<file path="config.mk">
export PLATFORM = sky130hd
export DESIGN_NAME = sdram_bank_guard
export DESIGN_NICKNAME = d
export VERILOG_FILES = /design/src/rtl/sdram_bank_guard.sv
export SDC_FILE = /design/constraint.sdc
export NUM_CORES = 1
export LEC_CHECK = 0
export CORE_UTILIZATION = 30
export CTS_CLUSTER_SIZE = 20
export DETAILED_ROUTE_END_ITERATION = 8
export DONT_BUFFER_PORTS = 1
export PLACE_DENSITY = 0.48
export SETUP_SLACK_MARGIN = 0.3
export SLEW_MARGIN = 10
export SYNTH_ARGS = -nofsm -noshare
export SYNTH_HDL_FRONTEND = slang
export SYNTH_SLANG_ARGS = --single-unit
</file>
<file path="constraint.sdc">
create_clock -name clk -period 8.75 [get_ports clk]
set_clock_uncertainty 0.1 [all_clocks]
set_input_delay 0.4375 -clock clk [delete_from_list [all_inputs] [get_ports clk]]
set_output_delay 0.4375 -clock clk [all_outputs]
set_load 0.05 [all_outputs]
</file>
<file path="src/rtl/sdram_bank_guard.sv">
module sdram_bank_guard #(
  parameter int BANKS     = 4,
  parameter int ROW_W     = 11,
  parameter int AP_BIT    = 10,
  parameter int T_RP      = 3,
  parameter int T_MRD     = 2,
  parameter int BURST_LEN = 4,
  parameter bit FULL_PAGE = 1'b0
) (
  input  logic                       clk,
  input  logic                       rst_n,
  input  logic                       cs_n,
  input  logic                       ras_n,
  input  logic                       cas_n,
  input  logic                       we_n,
  input  logic [$clog2(BANKS)-1:0]   ba,
  input  logic [ROW_W-1:0]           addr,
  output logic [BANKS-1:0]           bank_open,
  output logic [BANKS*ROW_W-1:0]     bank_row,
  output logic                       viol,
  output logic [2:0]                 viol_code
);

  localparam int RP_W  = $clog2(T_RP + 1);
  localparam int MRD_W = $clog2(T_MRD + 1);
  localparam int BL_W  = $clog2(BURST_LEN + 1);

  localparam logic [2:0] C_OK      = 3'd0;
  localparam logic [2:0] C_IDLE    = 3'd1;
  localparam logic [2:0] C_REOPEN  = 3'd2;
  localparam logic [2:0] C_TIMING  = 3'd3;
  localparam logic [2:0] C_MODEBSY = 3'd4;

  logic [ROW_W-1:0] row_q  [BANKS];
  logic [RP_W-1:0]  rp_cnt [BANKS];
  logic [BL_W-1:0]  ap_cnt [BANKS];
  logic [MRD_W-1:0] mrd_cnt;

  wire [2:0] pins = {ras_n, cas_n, we_n};
  wire is_act = !cs_n && pins == 3'b011;
  wire is_rd  = !cs_n && pins == 3'b101;
  wire is_wr  = !cs_n && pins == 3'b100;
  wire is_pre = !cs_n && pins == 3'b010;
  wire is_lmr = !cs_n && pins == 3'b000;
  wire exec   = is_act | is_rd | is_wr | is_pre | is_lmr;

  logic [BANKS-1:0] hit, rp_busy, ap_busy, close_now;
  logic             tgt_open, tgt_rp, tgt_ap;
  logic [2:0]       code_d;
  logic             accept;

  always_comb begin
    for (int b = 0; b < BANKS; b++) begin
      hit[b]     = int'(ba) == b;
      rp_busy[b] = rp_cnt[b] != '0;
      ap_busy[b] = ap_cnt[b] != '0;
    end
  end

  assign tgt_open = |(bank_open & hit);
  assign tgt_rp   = |(rp_busy & hit);
  assign tgt_ap   = |(ap_busy & hit);

  always_comb begin
    code_d = C_OK;
    if (exec && mrd_cnt != '0)
      code_d = C_TIMING;
    else if (is_lmr)
      code_d = (|bank_open) ? C_MODEBSY : (|rp_busy) ? C_TIMING : C_OK;
    else if (is_act)
      code_d = tgt_rp ? C_TIMING : tgt_open ? C_REOPEN : C_OK;
    else if (is_rd || is_wr)
      code_d = tgt_rp ? C_TIMING : !tgt_open ? C_IDLE : tgt_ap ? C_TIMING : C_OK;
  end

  assign accept = exec && code_d == C_OK;

  always_comb begin
    for (int b = 0; b < BANKS; b++)
      close_now[b] = bank_open[b] &&
                     ((accept && is_pre && (addr[AP_BIT] || hit[b])) ||
                      ap_cnt[b] == BL_W'(1));
  end

  always_ff @(posedge clk) begin
    if (!rst_n) begin
      for (int b = 0; b < BANKS; b++) begin
        bank_open[b] <= 1'b0;
        row_q[b]     <= '0;
        rp_cnt[b]    <= '0;
        ap_cnt[b]    <= '0;
      end
      mrd_cnt   <= '0;
      viol      <= 1'b0;
      viol_code <= C_OK;
    end else begin
      for (int b = 0; b < BANKS; b++) begin
        if (close_now[b]) begin
          bank_open[b] <= 1'b0;
          row_q[b]     <= '0;
          rp_cnt[b]    <= RP_W'(T_RP - 1);
          ap_cnt[b]    <= '0;
        end else begin
          if (rp_busy[b]) rp_cnt[b] <= rp_cnt[b] - RP_W'(1);
          if (ap_busy[b]) ap_cnt[b] <= ap_cnt[b] - BL_W'(1);
          if (accept && is_act && hit[b]) begin
            bank_open[b] <= 1'b1;
            row_q[b]     <= addr;
          end
          if (accept && (is_rd || is_wr) && hit[b] && addr[AP_BIT] && !FULL_PAGE)
            ap_cnt[b] <= BL_W'(BURST_LEN);
        end
      end
      if (accept && is_lmr)     mrd_cnt <= MRD_W'(T_MRD - 1);
      else if (mrd_cnt != '0)   mrd_cnt <= mrd_cnt - MRD_W'(1);
      viol      <= code_d != C_OK;
      viol_code <= code_d;
    end
  end

  for (genvar g = 0; g < BANKS; g++) begin : g_row
    assign bank_row[g*ROW_W +: ROW_W] = row_q[g];
  end

endmodule

</file>
==> qor.csv <==
metric;value;unit
use_met3;4.71;%
p_leak;1.45;nW
post_cts_buffers;0;
fmax;286;MHz
crit_path_start_kind;flip-flop;
rr_endpoint;row_q[0][0]$_SDFFCE_PN0P_;
antenna_found_initial;0;
max_stage_delay;0.90;ns
fin_setup_tns;0;ns
fillers;1181;
pwr_density_cell;289;mW/mm^2
ys_seq_area_share;57.7;%
ir_drop;0.107;mV
gr-total-overflow;0;
placed_cells;463;
htree_num_levels;3;
cap_violations;0;
ctsHoldBuffers;0;
cts.clk_slew.worst_paths;0.06;ns
fin_crit_sh;40.0;%
multi_input_area;0.00140;sq mm
slowest_stage;o31ai_2;
use_met2;23.7;%
clk_path_buf_depth;2;
clock_latency;0.33;ns
timing.rr.start;bank_open[0]$_SDFFE_PP0N_;
post_cts_resized;0;
fin_crit;3.50;ns
gp_congestion;0.781;
num_vias;2473;
critPathRequiredTime;8.60;ns
hold_violations;0;
syn2layout_area_growth;11.7;%
outcome;finished, final reports clean;
grt_max_degree;15;
setup_viol;0;
dr.pass1.iters;5;
fin_cells;479;
worst_slew_pin_slew;1.07;ns
hold_class;primary input to flip-flop;
cts_sinks;74;
utilization;34.3;%
numPortBuffers;0;
ys.flop_type;edfxtp_1;
num_rows;40;
crit_arrival;3.34;ns
final_antenna_net_count;0;
grt_use_total;14.7;%
dp_hpwl;6570;um
finalMaxSlewViolations;0;
synth.net_count;363;
nNetsFinal;363;
drt_iter0_drc;244;
regArea;0.00212;sq mm
io_pins;71;
clockRootBuffer;clkbuf_16;
grt_pass1_vias;2443;
final_area;0.00411;sq mm
cts_inserted_buffers;9;
grt_pass1_wl;13700;um
synthesis.area;0.00368;sq mm
initial_core_util;30.8;%
yosys_warnings;0;
cp_cell_sequence;nor4_1 -> and3_1 -> nor3_2 -> nand2_1 -> o31ai_2;
wl_per_cell;18.6;um
ys_ff_latch;74;
maxSlewHeadroom;28.0;%
dpl-instance-area;0.00381;sq mm
startpoint;bank_open[0]$_SDFFE_PP0N_;
synthCells;327;
chipWidth;113;um
syn_avg_cell_area;11.2;sq um
end_kind;flip-flop;
cp-endpoint;row_q[0][0]$_SDFFCE_PN0P_;
die_height;113;um
dieArea;0.0127;sq mm
routed_wl;8900;um
regToRegSetupSlack;5.25;ns
ff2ff_path_depth;5;
cp_max_fo;11;
diodes;0;
use_met1;18.6;%
ys_async_sr_fraction;0;%
drive_gt1_share;11.7;%
rsz0062_at_grt;false;
drc_errors;0;
synth.distinct_cells;40;
core;0.0120;sq mm
top_usage_layer;met2;
critical_path_class;flip-flop to flip-flop;
via_per_inst;5.16;
synth_edf_count;64;
cts_tree;done;
==> placed cells by master (no fill, tap or decap), drive strengths merged, types with 5 or more instances in the layout <==
cell type	netlist	final
o21ai	8	8
a31o	5	5
dfxtp	10	10
a31oi	8	8
nor3	13	13
ha	17	17
nor2b	8	8
edfxtp	64	64
clkbuf	2	10
nand4	5	5
nor2	66	66
nand2b	7	7
a21oi	6	6
nand2	24	24
nand3	8	8
inv	25	25
==> kinds of logic after synthesis <==
kind of cell    Yosys count  share of synthesized area, %
simple gates            151                          20.6
flops                    74                          57.7
compound gates           40                          8.33
buf+inv                  37                          4.46
fa+ha+maj                17                          5.78
mux                       7                          2.93
xor+xnor                  1                         0.238
==> final cells by class <==
type / count / share of cell area (%)
repair buffers: 1 / 0.183
clock buffers: 10 / 5.57
clock inverters: 6 / 1.64
well taps: 147 / 4.48
multi-input cells: 216 / 34.2
inverters: 25 / 2.28
flip-flops and latches: 74 / 51.7
==> Yosys cell counts (3+ instances only) <==
cell type  number  area (sq um)
mux2i_1         4          40.0
a31o_2          3          26.3
nand3b_1        4          30.0
a31oi_1         8          50.1
ha_1           17           213
nand4_1         5          31.3
nor2b_1         8          50.1
nor3_1          6          30.0
o21ai_0         8          40.0
a221oi_1        4          35.0
nor4_1          3          18.8
a21oi_1         4          20.0
nand3_1         8          40.0
nor3_2          7          70.1
nand2b_1        7          43.8
dfxtp_1        10           200
nand2_1        24          90.1
a21boi_0        4          30.0
buf_2           8          40.0
mux4_2          3          67.6
inv_1          25          93.8
nor2_1         66           248
edfxtp_1       64          1920
==> sequential cells by signal, summed over array words and instances, names as in the netlist <==
name       cells
mrd_cnt        2
row_q         44
rp_cnt         8
viol_code      3
viol           1
ap_cnt        12
bank_open      4
==> per-stage QoR <==
step / power, mW / worst slack, ns / hold slack [ns]
6_report: 1.19 / 5.25 / 0.122
5_1_grt: 1.26 / 5.06 / 0.117
4_1_cts: 1.20 / 5.28 / 0.111
3_5_place_dp: 0.831 / 5.28 / 0.460
3_3_place_gp: 0.823 / 5.38 / 0.442
2_1_floorplan: 0.761 / 5.67 / 0.427
==> worst min path at each step <==
stage	cells after the start	endpoint	slack, ns	startpoint
after global routing	2	mrd_cnt[1]$_SDFFE_PP0P_	0.12	rst_n
after detailed placement	1	rp_cnt[3][0]$_SDFFCE_PN0P_	0.46	rp_cnt[3][0]$_SDFFCE_PN0P_
after CTS	2	mrd_cnt[1]$_SDFFE_PP0P_	0.11	rst_n
final	2	mrd_cnt[1]$_SDFFE_PP0P_	0.12	rst_n
after global placement	4	mrd_cnt[1]$_SDFFE_PP0P_	0.44	mrd_cnt[1]$_SDFFE_PP0P_
after floorplan	4	mrd_cnt[1]$_SDFFE_PP0P_	0.43	mrd_cnt[1]$_SDFFE_PP0P_
==> critical path: cells and delay by family, from the launching register on <==
| family | cells | cell delay, ns |
|---|---|---|
| flip-flops | 1 | 0.80 |
| AO/OA/AOI/OAI | 1 | 0.90 |
| AND/OR/NAND/NOR | 4 | 1.30 |
==> per-layer routing <==
layer  wire [um]  vias to the layer above
met5           0                        -
met4          68                        0
met3         581                        4
met2        4270                       97
met1        3970                     1198
li1            -                     1174
==> power breakdown <==
part           internal (mW)  switching, mW
sequential             0.458         0.0738
combinational          0.117          0.172
clock                  0.221          0.146
total                  0.796          0.392
Power figures use the tool's default switching activity.
